File: src/rtl/ivn_pkg.sv
package ivn_pkg;

   // One completed pair in arrival order.
   typedef struct packed {
      logic first;
      logic second;
   } ivn_pair_t;

   // Decoded view of a pair.
   typedef struct packed {
      logic unequal;   // parity of the pair
      logic bit_val;   // data bit for the VN or residual stream
   } ivn_dec_t;

   // Both the VN bit of an unequal pair and the residual bit of an equal
   // pair are the second bit, so one value serves both streams.
   function automatic ivn_dec_t ivn_decode(input ivn_pair_t p);
      ivn_dec_t d;
      d.unequal = p.first ^ p.second;
      d.bit_val = p.second;
      return d;
   endfunction

endpackage

File: src/rtl/ivn_pair_collect.sv
module ivn_pair_collect
   import ivn_pkg::*;
(
   input  logic      clk,
   input  logic      rst,
   input  logic      bit_i,
   input  logic      bit_vld,
   output logic      pair_done,
   output ivn_pair_t pair
);

   logic phase_q;   // 1: holding the first bit of a pair
   logic first_q;

   always_ff @(posedge clk) begin
      if (rst) begin
         phase_q <= 1'b0;
         first_q <= 1'b0;
      end else if (bit_vld) begin
         phase_q <= ~phase_q;
         if (!phase_q) first_q <= bit_i;
      end
   end

   assign pair_done   = bit_vld & phase_q;
   assign pair.first  = first_q;
   assign pair.second = bit_i;

   // an opening bit is followed by a closing bit at the next strobe
   a_r2_opens_then_closes: assert property (@(posedge clk) disable iff (rst)
      (bit_vld && !pair_done) |=> (!bit_vld || pair_done));

   // two pairs cannot close on consecutive edges
   a_r2_no_back_to_back_close: assert property (@(posedge clk) disable iff (rst)
      pair_done |=> !pair_done);

endmodule

File: src/rtl/ivn_out_stage.sv
module ivn_out_stage
   import ivn_pkg::*;
(
   input  logic      clk,
   input  logic      rst,
   input  logic      pair_done,
   input  ivn_pair_t pair,
   output logic      vn_bit,
   output logic      vn_vld,
   output logic      xr_bit,
   output logic      xr_vld,
   output logic      rs_bit,
   output logic      rs_vld
);

   ivn_dec_t dec;
   logic     data_q;
   logic     par_q;
   logic     vn_vld_q;
   logic     rs_vld_q;
   logic     xr_vld_q;

   assign dec = ivn_decode(pair);

   always_ff @(posedge clk) begin
      if (rst) begin
         vn_vld_q <= 1'b0;
         rs_vld_q <= 1'b0;
         xr_vld_q <= 1'b0;
      end else begin
         vn_vld_q <= pair_done &  dec.unequal;
         rs_vld_q <= pair_done & ~dec.unequal;
         xr_vld_q <= pair_done;
      end
   end

   // Data registers hold their value between pairs.
   always_ff @(posedge clk) begin
      if (pair_done) begin
         data_q <= dec.bit_val;
         par_q  <= dec.unequal;
      end
   end

   assign vn_bit = data_q;
   assign rs_bit = data_q;
   assign xr_bit = par_q;
   assign vn_vld = vn_vld_q;
   assign rs_vld = rs_vld_q;
   assign xr_vld = xr_vld_q;

   // parity pulse always comes with exactly one data stream
   a_r6_one_side: assert property (@(posedge clk) disable iff (rst)
      xr_vld_q == (vn_vld_q ^ rs_vld_q) && !(vn_vld_q && rs_vld_q));

   // parity agrees with the stream chosen
   a_r5_parity_matches: assert property (@(posedge clk) disable iff (rst)
      xr_vld_q |-> (par_q == vn_vld_q));

endmodule

File: src/rtl/ivn_pair_splitter.sv
module ivn_pair_splitter
   import ivn_pkg::*;
(
   input  logic clk,
   input  logic rst,
   input  logic in_bit,
   input  logic in_vld,
   output logic vn_bit,
   output logic vn_vld,
   output logic xr_bit,
   output logic xr_vld,
   output logic rs_bit,
   output logic rs_vld
);

   logic      pair_done;
   ivn_pair_t pair;

   ivn_pair_collect i_collect (
      .clk       (clk),
      .rst       (rst),
      .bit_i     (in_bit),
      .bit_vld   (in_vld),
      .pair_done (pair_done),
      .pair      (pair)
   );

   ivn_out_stage i_out (
      .clk       (clk),
      .rst       (rst),
      .pair_done (pair_done),
      .pair      (pair),
      .vn_bit    (vn_bit),
      .vn_vld    (vn_vld),
      .xr_bit    (xr_bit),
      .xr_vld    (xr_vld),
      .rs_bit    (rs_bit),
      .rs_vld    (rs_vld)
   );

   // an output pulse needs a strobe on the previous edge
   a_r1_needs_strobe: assert property (@(posedge clk) disable iff (rst)
      xr_vld |-> $past(in_vld));

   // the VN bit is the closing bit of the pair
   a_r3_vn_value: assert property (@(posedge clk) disable iff (rst)
      vn_vld |-> (vn_bit == $past(in_bit)));

   // the residual bit is the closing bit of the pair
   a_r4_rs_value: assert property (@(posedge clk) disable iff (rst)
      rs_vld |-> (rs_bit == $past(in_bit)));

   // pulses last a single cycle
   a_r7_single_pulse: assert property (@(posedge clk) disable iff (rst)
      xr_vld |=> !xr_vld);

   // reset silences every valid on the next cycle
   a_r8_reset_clears: assert property (@(posedge clk)
      rst |=> (!xr_vld && !vn_vld && !rs_vld));

endmodule

File: config.mk
export PLATFORM = sky130hd
export DESIGN_NAME = ivn_pair_splitter
export DESIGN_NICKNAME = d
export VERILOG_FILES = /design/src/rtl/ivn_pkg.sv /design/src/rtl/ivn_pair_collect.sv /design/src/rtl/ivn_out_stage.sv /design/src/rtl/ivn_pair_splitter.sv
export SDC_FILE = /design/constraint.sdc
export NUM_CORES = 1
export LEC_CHECK = 0
export ABC_AREA = 1
export BUFFER_PORTS_ARGS = -buffer_cell sky130_fd_sc_hd__buf_4
export CAP_MARGIN = 5
export CORE_AREA = 3 3 40 42
export CTS_CLUSTER_DIAMETER = 40
export DETAILED_ROUTE_END_ITERATION = 8
export DIE_AREA = 0 0 43 45
export HOLD_SLACK_MARGIN = 0.02
export PLACE_DENSITY_LB_ADDON = 0.25
export SLEW_MARGIN = 40
export SYNTH_ARGS = -nofsm -noshare
export SYNTH_HDL_FRONTEND = slang
export SYNTH_SLANG_ARGS = --single-unit
File: constraint.sdc
create_clock -name clk -period 0.9 [get_ports clk]
set_input_delay 0.18 -clock clk [delete_from_list [all_inputs] [get_ports clk]]
set_output_delay 0.18 -clock clk [all_outputs]
set_load 0.02 [all_outputs]
---- Word level (Yosys, flattened, before mapping) ----
Cells that the tools add are included.
word-level totals
  output and inout bits ................... 6
  word-level logic and storage cells ...... 14
  bits in registers ....................... 7
  input port bits ......................... 4
operators by class
  reduce and logical (&&, ||, !) cells .... 1
  bitwise logic cells ..................... 6
operator list
  cell                 count
  1-bit AND            3
  1-bit inverter       2
  2-bit AND reduction  1
  1-bit XOR            1

---- Longest topological paths before layout ----
  depth in word-level cells ............... 3
  gate-level depth with buffers ........... 4
  depth with buffers taken out ............ 4

---- Cells and area by module ----
Synthesis repeated with hierarchy kept, for this count alone.
second synthesis, totals
  cells, all modules ...................... 34
  area, all modules ....................... 299.0 um2
by module, submodules not included
  module            seq. area each (um2)  area each (um2)  cells each  instances
  ivn_out_stage     120.1                 188.9            19          1
  ivn_pair_collect  40.0                  110.1            15          1

---- Worst setup path after synthesis ----
Ideal clock, no wire load.
  path type ............................... register to output
  from .................................... register i_out.data_q (netlist: i_out.rs_bit)
  to ...................................... output vn_bit
  stages on the path, launching flop included .. 2
  arrival ................................. 0.667 ns
  setup slack ............................. 0.053 ns
  buffers on the path ..................... 1
  required time ........................... 0.720 ns
  cells stage by stage .................... edfxtp_1 -> buf_4
RTL lines
  element                 line                    text
  from (decl)             ivn_out_stage.sv:17     logic data_q;
  from (signal assigned)  ivn_out_stage.sv:40     data_q <= dec.bit_val;
  to (decl)               ivn_pair_splitter.sv:8  output logic vn_bit,
No word-level cell between the ends.

---- Worst setup path in the final report ----
  from .................................... register i_out.data_q (netlist: i_out.rs_bit)
  to ...................................... output rs_bit
RTL lines
  element    line                     text
  to (decl)  ivn_pair_splitter.sv:12  output logic rs_bit,
No word-level cell between the ends.

==> results.py <==
metrics = {
    "status": {
        "status": "finished with violations",
        "violations": "setup timing",
    },
    "cts": {
        "clkSlewWorstSetupHoldPaths_ns": 0.05,
        "postCtsSetupBuffers": 0,
        "numClockSinks": 7,
        "htree_levels": 1,
        "cts-root-buf": "clkbuf_4",
        "insertion_delay_ns": 0.25,
        "cts_hold_buf": 0,
        "cts_buffer_depth": 2,
        "cts_buffers": 3,
        "cts_tree": "yes",
    },
    "global_route": {
        "grt_max_degree": 5,
        "grt_pass1_vias": 157,
        "grtUsageTotal_pct": 4.86,
        "grt_first_pass_wirelength_um": 607,
        "grt_overflow": 0,
        "antenna_found_initial": 0,
    },
    "placed_design": {
        "port_buffers": 9,
        "place.gp.congestion": 0.768,
        "pre_cts_slack_ns": 0.0945,
        "hpwl_um": 293,
    },
    "worst_setup_path": {
        "r2r_cells": 2,
        "cp.required_ns": 0.72,
        "critPathSlowestCell": "edfxtp_1",
        "rrSetupSlack_ns": 0.09,
        "crit_chain": "buf_4",
        "timing.rr.start": "i_collect.phase_q",
        "cpPeakStageDelay_ns": 0.37,
        "r2r_end": "i_out.xr_bit",
        "cp.arrival_ns": 0.79,
        "cp_num_buf_inv": 1,
        "worst_path_dominant_cell_family": "flip-flops",
        "endpoint_kind": "output pin",
        "critPathLaunchType": "register",
        "path_class": "reg2out",
        "path_max_fanout": 2,
    },
    "yosys": {
        "synth-seq-area-share_pct": 64.0,
        "ys_warn_count": 0,
        "ys_types": 14,
        "syn_area_um2": 250,
        "synth_seq_cells": 7,
        "synthCells": 25,
        "avgSynthCellArea_um2": 10.0,
        "synth_fp_nets": 29,
    },
    "min_path": {
        "hold_path_end": "i_out.xr_vld",
        "hold_path.class": "in2reg",
        "hold_path_startpoint": "rst",
        "holdPathStages": 2,
    },
    "die": {
        "coreArea_um2": 1280,
        "dieArea_um2": 1940,
        "start_util_pct": 19.5,
        "rows": 13,
        "die_w_um": 43,
        "io_pins": 10,
        "die_y_um": 45,
    },
    "drt": {
        "routedWlPerCell_um": 7.15,
        "drtAntennaViolNets": 0,
        "drcViolationCount": 0,
        "num_vias": 174,
        "dr.pass1.iters": 3,
        "initialDrtViolationCount": 2,
        "vias_per_cell": 3.35,
        "drt_wl_total_um": 372,
    },
    "pwr": {
        "power.density_nw_per_um2": 1940,
        "leakage_nw": 0.171,
        "irDropWorstVdd_uv": 636,
        "power_mw": 0.706,
    },
    "sta": {
        "slew_violations": 0,
        "post-route-period-util_pct": 107,
        "setup_tns_ns": -0.170,
        "min_period_ns": 0.966,
        "fin_worst_skew_ns": 0.00434,
        "whs_ns": 0.116,
        "hold_viol_final": 0,
        "final.setup.worst_slack_ns": -0.0662,
        "fmax_mhz": 1040,
        "maxSlewHeadroom_pct": 89.3,
        "rsz0062_at_grt": "true",
        "setup_viol": 3,
        "worst_pin_slew_ns": 0.159,
    },
    "finish": {
        "n_antenna_cell": 0,
        "seqCellArea_um2": 161,
        "layout.nets": 42,
        "synthToLayoutAreaGrowth_pct": 45.5,
        "multiInputGateArea_um2": 63.8,
        "fillers": 136,
        "drive_gt1_share_pct": 43.2,
    },
    "run": {
        "maxCapViolCount": 0,
    },
}
## synth_stat cells
library cell / instances / area share, %
nand3_1: 1 / 2.0
xor2_1: 1 / 3.5
nor3_1: 1 / 2.0
nand2_1: 1 / 1.5
inv_2: 1 / 1.5
inv_1: 4 / 6.0
xnor2_1: 1 / 3.5
nand2_2: 1 / 2.5
dfxtp_1: 5 / 40
buf_4: 1 / 3.0
a21oi_1: 1 / 2.0
nor2_2: 1 / 2.5
edfxtp_1: 2 / 24
nor2_1: 4 / 6.0
## state kept, by name, indices dropped and copies added (netlist names)
name,cells
i_collect.first_q,1
i_collect.phase_q,1
i_out.rs_bit,1
i_out.rs_vld,1
i_out.vn_vld,1
i_out.xr_bit,1
i_out.xr_vld,1
## timing repair
action / in CTS / in global routing
endpoints found under the hold margin: 0 / 0
gates resized for setup: 1 / 2
gates cloned: 0 / 0
endpoints found under the setup margin: 3 / 4
## how the worst max path moves through the flow
stage                 startpoint  slack, ns           end  depth (start not counted)
6_report            i_out.rs_bit      -0.07        rs_bit                          1
5_1_grt             i_out.rs_bit      -0.12        rs_bit                          1
4_1_cts             i_out.rs_bit      -0.08        rs_bit                          1
3_5_place_dp   i_collect.phase_q       0.09  i_out.xr_bit                          2
3_3_place_gp   i_collect.phase_q       0.12  i_out.xr_bit                          2
2_1_floorplan       i_out.rs_bit       0.05        vn_bit                          1
## area by class of cell
cell class | count | share of cell area, %
inverters | 5 | 5.15
clock buffers | 4 | 7.22
well taps | 15 | 5.15
multi-input cells | 12 | 17.5
flip-flops and latches | 7 | 44.3
repair buffers | 9 | 20.6
## cell families after synthesis
family	share of synthesized area, %
compound gates	2.00
flops	64.0
simple gates	16.5
buf+inv	10.5
xor+xnor	7.00
## cell usage in the layout (no fill, tap or decap), drive strengths merged
cell	Yosys	layout
buf	1	9
inv	5	5
nor2	5	5
dfxtp	5	5
clkbuf	0	4
edfxtp	2	2
nand2	2	2
xor2	1	1
a21oi	1	1
nand3	1	1
nor3	1	1
xnor2	1	1
## routing by layer
metal | part of all wire [%] | up-vias | wire [µm] | global-route usage (%)
li1 | - | 97 | - | -
met5 | 0 | - | 0 | 0
met4 | 0 | 0 | 0 | 5.42
met3 | 17 | 0 | 62 | 4.78
met1 | 44 | 68 | 165 | 5.41
met2 | 39 | 9 | 144 | 4.49
## power breakdown
group          internal (mW)  switching [mW]
clock                  0.169           0.110
combinational         0.0366          0.0385
sequential             0.342         0.00941
total                  0.547           0.158
## through the flow
stage | instance area [µm²] | instances | utilization, %
after CTS | 359 | 52 | 27.9
after detailed placement | 329 | 48 | 25.6
after floorplan | 250 | 25 | -
final | 364 | 52 | 28.3
after global routing | 364 | 52 | 28.3
after global placement | 329 | 48 | 25.6
Note: power is estimated with default switching activity, not from simulation.
